===== src/rtl/uaf_pkg.sv =====
package uaf_pkg;

    typedef enum logic [1:0] {
        SM_SHIFT  = 2'd0,
        SM_ASYNC8 = 2'd1,
        SM_NINE_A = 2'd2,
        SM_NINE_B = 2'd3
    } ser_mode_e;

    typedef struct packed {
        logic accept;
        logic addr_hit;
    } verdict_t;

    function automatic logic is_nine_bit(input ser_mode_e m);
        return (m == SM_NINE_A) || (m == SM_NINE_B);
    endfunction

endpackage


===== src/rtl/uaf_addr_cmp.sv =====
module uaf_addr_cmp #(
    parameter int W = 8
) (
    input  logic [W-1:0] cand,
    input  logic [W-1:0] station,
    input  logic [W-1:0] care,
    output logic         given_hit,
    output logic         bcast_hit
);
    logic [W-1:0] given_ok;
    logic [W-1:0] bcast_ok;

    for (genvar i = 0; i < W; i++) begin : g_bit
        // masked station compare: care bit 0 -> don't care
        assign given_ok[i] = ~care[i] | (cand[i] == station[i]);
        // broadcast pattern: bits set in (station|care) must be set in cand
        assign bcast_ok[i] = ~(station[i] | care[i]) | cand[i];
    end

    assign given_hit = &given_ok;
    assign bcast_hit = &bcast_ok;
endmodule


===== src/rtl/uaf_decide.sv =====
module uaf_decide
    import uaf_pkg::*;
(
    input  ser_mode_e mode,
    input  logic      bit9,
    input  logic      stop_ok,
    input  logic      en,
    input  logic      given_hit,
    input  logic      bcast_hit,
    output verdict_t  verdict
);
    logic addr_frame_hit;

    assign addr_frame_hit = is_nine_bit(mode) && bit9 && (given_hit || bcast_hit);

    always_comb begin
        verdict.addr_hit = addr_frame_hit;
        unique case (mode)
            SM_SHIFT:  verdict.accept = 1'b1;
            SM_ASYNC8: verdict.accept = !en || stop_ok;
            default:   verdict.accept = !en || addr_frame_hit;
        endcase
    end
endmodule


===== src/rtl/uaf_enable_reg.sv =====
module uaf_enable_reg (
    input  logic clk,
    input  logic rst,
    input  logic wr,
    input  logic wdata,
    output logic en
);
    always_ff @(posedge clk) begin
        if (rst)     en <= 1'b0;
        else if (wr) en <= wdata;
    end
endmodule


===== src/rtl/uart_addr_filter.sv =====
module uart_addr_filter
    import uaf_pkg::*;
#(
    parameter int DATA_W = 8
) (
    input  logic              clk,
    input  logic              rst,
    input  logic [1:0]        mode,
    input  logic              frame_done,
    input  logic [DATA_W-1:0] rx_byte,
    input  logic              rx_bit9,
    input  logic              stop_ok,
    input  logic [DATA_W-1:0] slave_addr,
    input  logic [DATA_W-1:0] addr_mask,
    input  logic              en_wr,
    input  logic              en_wdata,
    input  logic              rdy_clr,
    output logic              rx_ready,
    output logic              bit9_q,
    output logic              addr_match,
    output logic              filt_en
);
    logic      given_hit;
    logic      bcast_hit;
    verdict_t  verdict;
    ser_mode_e mode_e;

    assign mode_e = ser_mode_e'(mode);

    uaf_enable_reg u_en (
        .clk   (clk),
        .rst   (rst),
        .wr    (en_wr),
        .wdata (en_wdata),
        .en    (filt_en)
    );

    uaf_addr_cmp #(.W(DATA_W)) u_cmp (
        .cand      (rx_byte),
        .station   (slave_addr),
        .care      (addr_mask),
        .given_hit (given_hit),
        .bcast_hit (bcast_hit)
    );

    uaf_decide u_dec (
        .mode      (mode_e),
        .bit9      (rx_bit9),
        .stop_ok   (stop_ok),
        .en        (filt_en),
        .given_hit (given_hit),
        .bcast_hit (bcast_hit),
        .verdict   (verdict)
    );

    always_ff @(posedge clk) begin
        if (rst) begin
            rx_ready   <= 1'b0;
            bit9_q     <= 1'b0;
            addr_match <= 1'b0;
        end else begin
            if (frame_done) begin
                addr_match <= verdict.addr_hit;
                if (verdict.accept) begin
                    rx_ready <= 1'b1;
                    bit9_q   <= rx_bit9;
                end else if (rdy_clr) begin
                    rx_ready <= 1'b0;
                end
            end else if (rdy_clr) begin
                rx_ready <= 1'b0;
            end
        end
    end
endmodule


===== config.mk =====
export PLATFORM = sky130hd
export DESIGN_NAME = uart_addr_filter
export DESIGN_NICKNAME = d
export VERILOG_FILES = /design/src/rtl/uaf_pkg.sv /design/src/rtl/uaf_addr_cmp.sv /design/src/rtl/uaf_decide.sv /design/src/rtl/uaf_enable_reg.sv /design/src/rtl/uart_addr_filter.sv
export SDC_FILE = /design/constraint.sdc
export NUM_CORES = 1
export LEC_CHECK = 0
export ABC_AREA = 1
export BUFFER_PORTS_ARGS = -buffer_cell sky130_fd_sc_hd__buf_2
export CAP_MARGIN = 20
export CORE_AREA = 2 2 39 41
export CTS_CLUSTER_SIZE = 20
export DETAILED_ROUTE_END_ITERATION = 8
export DIE_AREA = 0 0 41 43
export PLACE_DENSITY = 0.72
export SETUP_SLACK_MARGIN = 0.4
export SYNTH_ARGS = -nofsm -noshare
export SYNTH_HDL_FRONTEND = slang
export SYNTH_SLANG_ARGS = --single-unit

===== constraint.sdc =====
create_clock -name clk -period 2.56 [get_ports clk]
set_clock_uncertainty 0.1 [all_clocks]
set_input_delay 0.256 -clock clk [delete_from_list [all_inputs] [get_ports clk]]
set_output_delay 0.256 -clock clk [all_outputs]
set_load 0.03 [all_outputs]

Yosys cells after proc, flatten, opt, wreduce, memory -nomap -nowiden
Cells that the tools add are included.

Bits in registers: 4. Input port bits: 34. ROM bits: 0. Bits in latches: 0. Memories kept: 0. Memory bits (writable): 0.

Multipliers: 0. $lt $le $gt $ge: 0. Reductions and logical operators: 11. Add/sub/neg operators: 0. Shift operators: 0. Divide/modulo/power cells: 0. Multiplexer cells: 4. Bitwise operators: 40. Equal/unequal tests: 11.

Operators with widths (number): 1-bit bitwise OR (24); 1-bit inverter (16); 8-bit AND reduction (2); 1-bit equality test (8); 2-bit equality test (second input constant) (2); 1-bit logical OR (4); 1-bit two-way mux (3); 2-bit by 1-bit equality test with 1-bit output (second input constant) (1); 1-bit logical AND (2); 2-bit zero test (1); 1-bit case mux with 2 select lines (1); 2-bit AND reduction (1); 1-bit zero test (1).

Depth between registers and ports, before layout
Depth after elaboration: 10. Mapped depth: 12. Mapped depth without buffers: 12.

By module
From an unflattened synthesis, not the netlist that was laid out.

Cells, all modules: 90. Area total of the unflattened synthesis: 457.9 µm².

Modules (own cells, without submodules): uaf_addr_cmp (times used 1, area an instance 234.0 µm², cells each 53, seq. area each 0.0 µm²); uart_addr_filter (times used 1, area an instance 117.6 µm², cells each 17, seq. area each 60.1 µm²); uaf_decide (times used 1, area an instance 61.3 µm², cells each 13, seq. area each 0.0 µm²); uaf_enable_reg (times used 1, area an instance 45.0 µm², cells each 7, seq. area each 20.0 µm²).

Least setup slack after synthesis
OpenSTA, ideal clock, no wires.

Path type: input to register. Start: input rx_byte[5]. End: register bit9_q. Buffers on the path: 0. Data arrival time: 0.893 ns. Library setup time: 0.115 ns. Cell stages on the path: 12. Path slack: 1.452 ns. Required time: 2.345 ns. Cells stage by stage: inv_1 -> nand2_1 -> nand3_1 -> nand2_1 -> nor2_1 -> nand2_1 -> nand2_1 -> nand2_2 -> nand2_2 -> nand3_1 -> nand2_1 -> nor2_1.

Cells in the longest elaborated chain, start to end: 8. Elaborated cells on any way between the ends: 10. Classes of those cells: eq/ne: 1; mux: 1; bitwise: 2; reduce/logical: 6.

Ends and longest elaborated chain: start, declared (RTL line uart_addr_filter.sv:10) `input logic [DATA_W-1:0] rx_byte,`; 1-bit equality test (RTL line uaf_addr_cmp.sv:15) `assign given_ok[i] = ~care[i] | (cand[i] == station[i]);`; 1-bit bitwise OR (RTL line uaf_addr_cmp.sv:15); 8-bit AND reduction (RTL line uaf_addr_cmp.sv:20) `assign given_hit = &given_ok;`; 1-bit logical OR (*) (RTL line uaf_decide.sv:14) `assign addr_frame_hit = is_nine_bit(mode) && bit9 && (given_hit || bcast_hit);`; 1-bit logical AND (*) (RTL line uaf_decide.sv:14); 1-bit logical OR (*) (RTL line uaf_decide.sv:21) `default: verdict.accept = !en || addr_frame_hit;`; 1-bit case mux with 2 select lines (*) (RTL line uaf_decide.sv:18) `unique case (mode)`; 2-bit AND reduction (no source line) (*); end signal, assigned (RTL line uart_addr_filter.sv:66) `bit9_q <= rx_bit9;`; end, declared (RTL line uart_addr_filter.sv:19) `output logic bit9_q,`.

Mark *: on every way between the ends. The rest lies on a longest branch, timed or not. A chain may end at the register's enable or synchronous reset.

Worst setup path after layout
Start: register u_en.en. End: output filt_en.

RTL lines: start, declared (RTL line uaf_enable_reg.sv:6) `output logic en`; start signal, assigned (RTL line uaf_enable_reg.sv:10) `else if (wr) en <= wdata;`; end, declared (RTL line uart_addr_filter.sv:21) `output logic filt_en`.

No word-level cell between the ends.

==> summary.txt <==
Outcome
  – Outcome: completed

Placed design
  – DP HPWL: 967 µm
  – Gpl congestion: 0.708
  – Quantity of I/O buffers inserted on ports: 37
  – Inst Count DP: 142
  – Area after DPL: 651 µm²
  – Setup WS pre-CTS: 1.23 ns

Finish
  – Share of cells above drive strength 1: 0.341
  – # nets final: 165
  – Commonest non-fill, non-tap cell in the layout: buf_2
  – Antenna fix cells: 0
  – Area Overhead vs Synth: 51.1%
  – Most frequent cells in the layout: 37 x buf_2, 31 x nand2_1, 22 x inv_1
  – Final cell count without fillers: 145
  – Finished Cell Area: 673 µm²

Clocking
  – # Post-CTS Setup Buffers: 0
  – Cts repair resizes: 0
  – Cts hold-fix bufs: 0
  – Skew-Pair Late Insertion Delay: 0.24 ns
  – H-tree levels: 1
  – CTS root buf: clkbuf_4
  – Clock tree sinks: 4
  – Clk slew on worst S/H paths: 0.03 ns
  – Num CTS Buffers: 3
  – Max clock buf depth: 2
  – CTS tree: done

Timing
  – Worst slew margin: 0.907
  – F_max: 884 MHz
  – Slew @ Worst Pin: 0.137 ns
  – Period minus WS final: 1.13 ns
  – Crit share post-route: 0.442
  – WHS: 0.102 ns
  – Final Hold Viols: 0
  – Final-report max-slew violation count: 0
  – Final Setup Violations: 0
  – Post-route setup slack: 1.43 ns
  – Setup tns final: 0 ns
  – RSZ-0062 raised after global routing: no

Global route
  – Vias in the first global route: 522
  – Largest net degree at the start of global routing: 6
  – Initial antenna violation count: 0
  – GRT Overall Usage: 0.147
  – GRT Residual Overflow: 0
  – Global-route wire length before repair: 1.84 mm

Worst setup path
  – Worst-path cell chain: buf_2
  – Required time worst endpoint: 2.20 ns
  – CP endpoint kind: output port
  – Crit path buf inv count: 1
  – Crit-path slowest cell: dfxtp_1
  – CP peak stage delay: 0.34 ns
  – Worst path top cell family by delay: flip-flops
  – CP Max Fanout: 3
  – CP startpoint kind: register
  – Data arrival, critical path: 0.78 ns
  – Setup CP Type: register to output port

Floorplan
  – Die width: 41 µm
  – Die area: 0.00176 mm²
  – Std-Cell Core Area: 0.00138 mm²
  – Die height: 43 µm
  – Site Rows: 14
  – Starting Density: 0.322
  – I/O pin count: 38

Detailed routing
  – Detailed Route WL: 1.06 mm
  – Routed wl met2: 535 µm
  – Via count: 632
  – Vias per cell: 4.36
  – DR pass1 iterations: 2
  – Routed wire per std cell: 7.33 µm
  – DRT antenna net count: 0
  – WL met1: 463 µm
  – Post-route DRC violation count: 0
  – Met3 wire len: 63 µm
  – 1st-iter DRT viols: 5
  – DR top layer: met3

Flow run
  – Max cap viols: 0

Synthesis
  – Register area share after synthesis: 0.180
  – Synthesis Warnings: 0
  – Mapped Avg Cell Area: 5.00 µm²
  – Synth Instances: 89
  – Syn nets: 123
  – Synthesized flop and latch total: 4
  – Unique masters post-synth: 12
  – Synthesized area: 445 µm²

Pwr
  – Net Sw Power: 76.1 µW
  – Logic pwr share: 0.370
  – VDD IR max: 0.246 mV
  – Leakage: 0.000453 µW
  – Cell internal pwr: 159 µW
  – Sequential share of power: 0.296
  – Power density over the cells: 349 mW/mm²
  – Net Sw Frac: 0.324
  – Clock network power share: 0.335

Min path
  – Hold crit path type: input port to register
==> cells in the mapped netlist <==
library cell | number | area, µm²
o21ai_1 | 8 | 40.0
nand2_1 | 31 | 116
nand3_1 | 8 | 40.0
dfxtp_1 | 4 | 80.1
o21a_1 | 1 | 7.51
o21ai_0 | 2 | 10.0
a21oi_2 | 1 | 8.76
nand3_2 | 1 | 10.0
nand2_2 | 2 | 12.5
nor2_1 | 6 | 22.5
a21oi_1 | 3 | 15.0
inv_1 | 22 | 82.6
==> per-layer routing <==
metal  vias to the layer above  track usage
li1                        353            -
met1                       262        0.167
met2                        17        0.259
met3                         0       0.0471
met4                         0       0.0200
met5                         -            0
==> power by group through the flow <==
stage	registers [µW]	clock network, µW	logic, µW
final	69.4	78.6	86.9
after global routing	69.6	88.2	101
after CTS	69.4	82.6	87.9
after detailed placement	70.4	0	87.6
after global placement	70.3	0	85.1
after floorplan	78.8	0	37.4
==> final timing paths <==
| kind | startpoint | to | slack, ns | cells after the start |
|---|---|---|---|---|
| max reg2reg | u_en.en$_SDFFE_PP0P_ | bit9_q$_SDFFE_PP0P_ | 1.62 | 4 |
| max | u_en.en$_SDFFE_PP0P_ | filt_en | 1.43 | 1 |
| min | rst | rx_ready$_SDFF_PP0_ | 0.10 | 2 |
| min reg2reg | bit9_q$_SDFFE_PP0P_ | bit9_q$_SDFFE_PP0P_ | 0.38 | 2 |
==> state kept, by name (all words and copies together), names as in the netlist <==
name	flops
u_en.en	1
rx_ready	1
addr_match	1
bit9_q	1
==> through the flow <==
| step | util | total power [µW] |
|---|---|---|
| detailed placement | 0.470 | 158 |
| global route | 0.486 | 259 |
| global placement | 0.470 | 155 |
| floorplan | - | 116 |
| CTS | 0.486 | 240 |
| finish | 0.486 | 235 |
==> layout make-up <==
type | count | area (µm²)
fill | 148 | 711
multi-input combinational | 63 | 283
timing repair buffer | 37 | 185
inverter | 22 | 82.6
sequential | 4 | 80.1
clock buffer | 3 | 22.5
tap | 16 | 20.0
==> cell families after synthesis <==
family	count (synthesis)	share of synthesized area
buffers and inverters	22	0.185
AND/OR/NAND/NOR	48	0.452
flip-flops	4	0.180
AO/OA/AOI/OAI	15	0.183
Note: power is estimated with default switching activity, not from simulation.
